**config.mk**
```make
export PLATFORM = sky130hd
export DESIGN_NAME = pixel_sample_chain
export DESIGN_NICKNAME = d
export VERILOG_FILES = /design/src/rtl/psr_pkg.sv /design/src/rtl/psr_token_chain.sv /design/src/rtl/psr_stage_reg.sv /design/src/rtl/psr_start_io.sv /design/src/rtl/pixel_sample_chain.sv
export SDC_FILE = /design/constraint.sdc
export NUM_CORES = 2
export LEC_CHECK = 0
export ABC_AREA = 1
export BUFFER_PORTS_ARGS = -buffer_cell sky130_fd_sc_hd__clkbuf_2
export CAP_MARGIN = 20
export CORE_AREA = 5 5 731 733
export CTS_BUF_LIST = sky130_fd_sc_hd__clkbuf_4 sky130_fd_sc_hd__clkbuf_8
export CTS_CLUSTER_SIZE = 16
export DETAILED_ROUTE_END_ITERATION = 8
export DIE_AREA = 0 0 736 738
export SYNTH_ARGS = -nofsm -noshare
export SYNTH_HDL_FRONTEND = slang
export SYNTH_SLANG_ARGS = --single-unit
```
**constraint.sdc**
```tcl
create_clock -name clk -period 3.01 [get_ports clk]
set_clock_uncertainty 0.2 [all_clocks]
set_input_delay 0.301 -clock clk [delete_from_list [all_inputs] [get_ports clk]]
set_output_delay 0.301 -clock clk [all_outputs]
set_load 0.02 [all_outputs]
```
**src/rtl/psr_pkg.sv**
```systemverilog
package psr_pkg;
  localparam int unsigned DOT_W          = 6;
  localparam int unsigned DOTS_PER_STAGE = 3;
  localparam int unsigned WORD_W         = DOT_W * DOTS_PER_STAGE;
endpackage

```
**src/rtl/psr_token_chain.sv**
```systemverilog
// One-hot token chain: arms on a start, walks up or down, stops after the
// last active stage.
module psr_token_chain #(
  parameter int unsigned STAGES        = 103,
  parameter int unsigned NARROW_STAGES = 100
) (
  input  logic              clk,
  input  logic              rst_n,
  input  logic              dir_fwd,
  input  logic              narrow,
  input  logic              start,
  output logic [STAGES-1:0] tok_q,
  output logic [STAGES-1:0] we,
  output logic              end_hit
);

  logic [STAGES-1:0] seed;
  logic [STAGES-1:0] keep;
  logic [STAGES-1:0] tok_d;

  for (genvar i = 0; i < STAGES; i++) begin : g_stage_ctl
    localparam bit IS_FIRST    = (i == 0);
    localparam bit IS_WIDE_END = (i == STAGES - 1);
    localparam bit IS_NAR_END  = (i == NARROW_STAGES - 1);
    localparam bit IN_NARROW   = (i < NARROW_STAGES);
    assign seed[i] = dir_fwd ? IS_FIRST : (narrow ? IS_NAR_END : IS_WIDE_END);
    assign keep[i] = narrow ? IN_NARROW : 1'b1;
  end

  // next state
  always_comb begin
    if (start) begin
      tok_d = seed;
    end else if (dir_fwd) begin
      tok_d = (tok_q << 1) & keep;
    end else begin
      tok_d = tok_q >> 1;
    end
  end

  // a start edge arms only; it never writes
  always_comb begin
    we      = start ? '0 : tok_q;
    end_hit = 1'b0;
    if (!start) begin
      if (dir_fwd) begin
        end_hit = narrow ? tok_q[NARROW_STAGES-1] : tok_q[STAGES-1];
      end else begin
        end_hit = tok_q[0];
      end
    end
  end

  // register
  always_ff @(posedge clk or negedge rst_n) begin
    if (!rst_n) begin
      tok_q <= '0;
    end else begin
      tok_q <= tok_d;
    end
  end

endmodule

```
**src/rtl/psr_stage_reg.sv**
```systemverilog
// Three-dot capture register for one stage of the line buffer.
module psr_stage_reg #(
  parameter int unsigned W = 18
) (
  input  logic         clk,
  input  logic         rst_n,
  input  logic         we,
  input  logic [W-1:0] d,
  output logic [W-1:0] q
);

  logic [W-1:0] q_d;

  always_comb begin
    q_d = q;
    if (we) begin
      q_d = d;
    end
  end

  always_ff @(posedge clk or negedge rst_n) begin
    if (!rst_n) begin
      q <= '0;
    end else begin
      q <= q_d;
    end
  end

endmodule

```
**src/rtl/psr_start_io.sv**
```systemverilog
// Start pin role control and registered cascade pulse.
module psr_start_io (
  input  logic clk,
  input  logic rst_n,
  input  logic dir_fwd,
  input  logic end_hit,
  input  logic start_r_i,
  input  logic start_l_i,
  output logic start_sel,
  output logic casc_q,
  output logic start_r_o,
  output logic start_r_oe,
  output logic start_l_o,
  output logic start_l_oe
);

  logic casc_d;

  assign start_sel = dir_fwd ? start_r_i : start_l_i;
  assign casc_d    = end_hit;

  always_ff @(posedge clk or negedge rst_n) begin
    if (!rst_n) begin
      casc_q <= 1'b0;
    end else begin
      casc_q <= casc_d;
    end
  end

  always_comb begin
    start_l_oe = dir_fwd;
    start_r_oe = !dir_fwd;
    start_l_o  = dir_fwd  ? casc_q : 1'b0;
    start_r_o  = !dir_fwd ? casc_q : 1'b0;
  end

endmodule

```
**src/rtl/pixel_sample_chain.sv**
```systemverilog
module pixel_sample_chain
  import psr_pkg::*;
#(
  parameter int unsigned STAGES        = 103,
  parameter int unsigned NARROW_STAGES = 100
) (
  input  logic                       clk,
  input  logic                       rst_n,
  input  logic                       dir_fwd,
  input  logic                       narrow_mode,
  input  logic [WORD_W-1:0]          pix_word,
  input  logic                       start_r_i,
  output logic                       start_r_o,
  output logic                       start_r_oe,
  input  logic                       start_l_i,
  output logic                       start_l_o,
  output logic                       start_l_oe,
  output logic [STAGES*WORD_W-1:0]   line_buf
);

  logic              start_sel;
  logic              casc_q;
  logic              end_hit;
  logic [STAGES-1:0] tok_q;
  logic [STAGES-1:0] we;

  psr_start_io u_io (
    .clk        (clk),
    .rst_n      (rst_n),
    .dir_fwd    (dir_fwd),
    .end_hit    (end_hit),
    .start_r_i  (start_r_i),
    .start_l_i  (start_l_i),
    .start_sel  (start_sel),
    .casc_q     (casc_q),
    .start_r_o  (start_r_o),
    .start_r_oe (start_r_oe),
    .start_l_o  (start_l_o),
    .start_l_oe (start_l_oe)
  );

  psr_token_chain #(
    .STAGES        (STAGES),
    .NARROW_STAGES (NARROW_STAGES)
  ) u_chain (
    .clk     (clk),
    .rst_n   (rst_n),
    .dir_fwd (dir_fwd),
    .narrow  (narrow_mode),
    .start   (start_sel),
    .tok_q   (tok_q),
    .we      (we),
    .end_hit (end_hit)
  );

  for (genvar g = 0; g < STAGES; g++) begin : g_stage
    psr_stage_reg #(.W(WORD_W)) u_reg (
      .clk   (clk),
      .rst_n (rst_n),
      .we    (we[g]),
      .d     (pix_word),
      .q     (line_buf[g*WORD_W +: WORD_W])
    );
  end

endmodule

```
* After elaboration in Yosys (flattened, before gate mapping)
Cells that the tools add are included.
Word-level totals: flip-flop bits (word level) 1958, bits in latches 0, bits in writable memories 0, ROM bits 0, input bits 24, memories kept 0
Cells by class: add/subtract/negate cells 0, $mul 0, div/mod/pow operators 0, order comparisons 0, equal/unequal tests 0, shift-type cells 0, mux-type cells 14, bitwise logic cells 1, reduce and logical (&&, ||, !) cells 1
Operators by type and width (number):
- two-way mux 103 bit | 3
- AND 103 bit | 1
- two-way mux 1 bit | 11
- logical NOT 1 bit | 1

* Logic depth before layout (Yosys ltp)
depth in word-level cells 4, gate-level depth with buffers 9, mapped depth without buffers 5

* Hierarchy
A second synthesis with hierarchy kept.
Second synthesis, totals: cells, all modules 8400, area, all modules 77808.4 µm²
Modules (own cells, without submodules):
- psr_stage_reg | instances 103, cells each 76, area an instance 710.7 µm², seq. area each 450.4 µm²
- psr_token_chain | instances 1, cells each 562, area an instance 4545.6 µm², seq. area each 2577.5 µm²
- psr_start_io | instances 1, cells each 10, area an instance 62.6 µm², seq. area each 25.0 µm²

* Worst setup path before layout
Ideal clock, no wire load.
path type input to register, from input dir_fwd, to register g_stage[10].u_reg.q[10], library setup time 0.117 ns, data arrival time 1.317 ns, required time 2.693 ns, setup slack 1.376 ns, stages 8, path buffers 4, cell sequence buf_4 -> nand2_4 -> buf_4 -> buf_6 -> nand3_4 -> buf_2 -> nand2_1 -> nand2_1
Between the ends: cells in the longest elaborated chain, start to end 2
Ends and longest elaborated chain:
- from (decl) | line pixel_sample_chain.sv:9 | input logic dir_fwd,
- two-way mux 1 bit | line psr_start_io.sv:19 | assign start_sel = dir_fwd ? start_r_i : start_l_i;
- two-way mux 103 bit | line psr_token_chain.sv:43 | we = start ? '0 : tok_q;
- to (signal assigned) | line psr_stage_reg.sv:25 | q <= q_d;
- to (decl) | line psr_stage_reg.sv:9 | output logic [W-1:0] q
No other way between the ends. A chain may end at the register's enable or synchronous reset.

* Final worst setup path
from input start_l_i, to register u_chain.tok_q[99]
Between the ends: cells in the longest elaborated chain, start to end 2
Ends and longest elaborated chain:
- from (decl) | line pixel_sample_chain.sv:15 | input logic start_l_i,
- two-way mux 1 bit | line psr_start_io.sv:19
- two-way mux 103 bit | line psr_token_chain.sv:32 | if (start) begin
- via u_chain.tok_d[99] | line psr_token_chain.sv:19 | logic [STAGES-1:0] tok_d;
- to (signal assigned) | line psr_token_chain.sv:59 | tok_q <= tok_d;
- to (decl) | line psr_token_chain.sv:12 | output logic [STAGES-1:0] tok_q,
The timed path passes the listed nets, and every way through them passes these cells.

==> reports/results.txt <==
Layout Cells excl Fill -> 18000
CP Launch Type -> input port
# H-tree levels -> 5
Seq/Total Area, Yosys -> 59.9%
Worst-path clk slew -> 0.06 ns
Critical Path AT -> 3.75 ns
Routed len/inst -> 23.0 um
CTS sink cnt -> 1958
Cell Rows -> 267
Final Power -> 60500 uW
Routability cong. -> 0.856
Area Growth Syn to Fin -> 33.9%
Synthesized flop and latch total -> 1958
Routed wire length -> 414 mm
Synth area leaders -> dfrtp_1, nand2_1, nand4_1
Commonest cells after routing, fill and taps aside -> nand2_1, dfrtp_1, clkbuf_2
GRT Util Overall -> 14.4%
# DRC -> 0
Area of the core -> 527000 sq um
First-pass GRT wire length -> 577 mm
Yosys top cell by area -> dfrtp_1
Worst-margin pin slew -> 1.12 ns
Initial antenna violation count -> 38
Crit-path max FO -> 102
Die X -> 736 um
Share of cells above drive strength 1 -> 28.6%
Final Cycle Share -> 99.2%
Number of iterations in the first detailed-routing pass -> 6
Multi-input logic area -> 28400 sq um
Post-route setup TNS -> 0 ns
Initial Util -> 15.5%
Syn Area/Cell -> 9.16 sq um
Vias per cell -> 4.35
Largest net degree at the start of global routing -> 135
Reg area -> 49000 sq um
Leak -> 0.0591 uW
Status -> finished, final reports clean
Die Ht -> 738 um
Slew Limit Headroom -> 25.3%
Most common cell after layout, fill and taps aside -> nand2_1
CP Data Required Time -> 3.77 ns
CTS Buf Count -> 348
Final net count -> 10800
Synthesized area -> 81800 sq um
Worst min-delay path class -> input port to flop
Routed Antenna Nets -> 0
RSZ-0062 raised after global routing -> false
DP Wirelength -> 285 mm
Post-CTS Setup Bufs -> 0
Crit Path Category -> input port to flop
Overflow after GRT -> 0
I/O Buffers -> 1881
Setup crit end kind -> flop
Final Hold Vio Count -> 0
Post-synthesis cell count -> 8928
Vias in the first global route -> 75100
Yosys cell types -> 19
IO Pins -> 1882
Setup violations, final -> 0
Vias -> 78500
Power per cell area -> 552 nW/um^2
Final Max Slew Viols -> 0
Fillers -> 58100
Max Cap Viol -> 0
Clock Tree Root -> clkbuf_8
Max IR drop VDD -> 0.392 mV
Syn_nets -> 8952
Synth top area share -> 59.9%
Clk buf depth -> 4
Clock latency on the worst-skew pair -> 1.08 ns
DRT iter0 DRCs -> 8307
Fmax -> 335 MHz
Final core utilization -> 20.8%
Final Critical Period -> 2.99 ns
CTS tree -> yes
Placed Cells -> 17400
Die area -> 543000 sq um
Yosys warns -> 0
flip-flops by register name, indices dropped and copies added (netlist names):
signal,flops
g_stage.u_reg.q,1854
u_chain.tok_q,103
u_io.casc_q,1
metrics by stage:
step / worst slack [ns] / hold WS (ns) / area [sq um]
global route: 0.115 / 0.0622 / 110000
finish: 0.0243 / 0.196 / 110000
detailed placement: 0.603 / 0.198 / 101000
global placement: 0.644 / 0.200 / 101000
CTS: 0.0415 / 0.00227 / 109000
floorplan: 1.38 / -0.195 / 81800
power by group:
part	internal [uW]	total, uW	switching (uW)
clock network	15000	27500	12500
registers	26900	27400	479
logic	1300	5590	4290
total	43200	60500	17200
logic make-up (layout without fill, tap and decap cells):
kind of cell | Yosys count | in the layout | share of synthesized area (%)
AND/OR/NAND/NOR | 5886 | 5886 | 34.0
flip-flops | 1958 | 1958 | 59.9
buffers and inverters | 983 | 3087 | 5.43
AO/OA/AOI/OAI | 101 | 101 | 0.618
other | 0 | 12 | 0
metal layers:
metal / up-vias / share of wire [%] / GRT usage [%]
met5: - / 0.0094 / 0
met4: 6 / 6.0 / 7.87
met3: 952 / 10 / 3.97
met2: 4513 / 44 / 21.6
met1: 39000 / 40 / 18.6
li1: 34000 / - / -
cells in the mapped netlist:
master	instances
or2_2	1
dfrtp_1	1958
buf_1	54
buf_4	20
buf_2	416
nand4_1	1854
nand2_1	3917
a21oi_1	100
inv_1	6
inv_4	1
buf_6	7
clkbuf_1	473
nand2_4	2
nand3_1	7
nor2_1	2
nand3_4	59
buf_12	6
o21ai_0	1
nand3_2	44
cell type report:
class / count / share of cell area, %
Sequential cell: 1958 / 44.8
Timing Repair Buffer: 2462 / 14.4
Multi-Input combinational cell: 5987 / 25.9
Clock inverter: 74 / 0.700
Tap cell: 6994 / 7.99
Inverter: 7 / 0.0308
Clock buffer: 544 / 6.21
Antenna cell: 12 / 0.0274
path summary, 6_finish.rpt:
check,from,to,slack [ns],depth (start not counted)
max,start_l_i,u_chain.tok_q[99],0.02,10
min,pix_word[17],g_stage[101].u_reg.q[17],0.20,5
max reg2reg,u_chain.tok_q[89],g_stage[89].u_reg.q[2],0.91,4
min reg2reg,g_stage[0].u_reg.q[14],g_stage[0].u_reg.q[14],0.27,2
max in group asynchronous,rst_n,g_stage[64].u_reg.q[2],0.86,6
min in group asynchronous,rst_n,g_stage[13].u_reg.q[16],0.67,4
critical path, cell delays in order:
cell and delay (ns):
dlygate4sd3_1 0.57, clkbuf_2 0.11, dlygate4sd3_1 0.63, nand2_8 0.27
buf_12 0.42, inv_1 0.11, nand2_1 0.07, dlygate4sd3_1 0.54
nand2_1 0.05, dlygate4sd3_1 0.55
repair_timing:
item | CTS | global route
hold buffers | 50 | 0
gates resized for setup | 0 | 0
setup endpoints to repair | 0 | 0
hold endpoints to repair | 3916 | 0
Note: power is estimated with default switching activity, not from simulation.
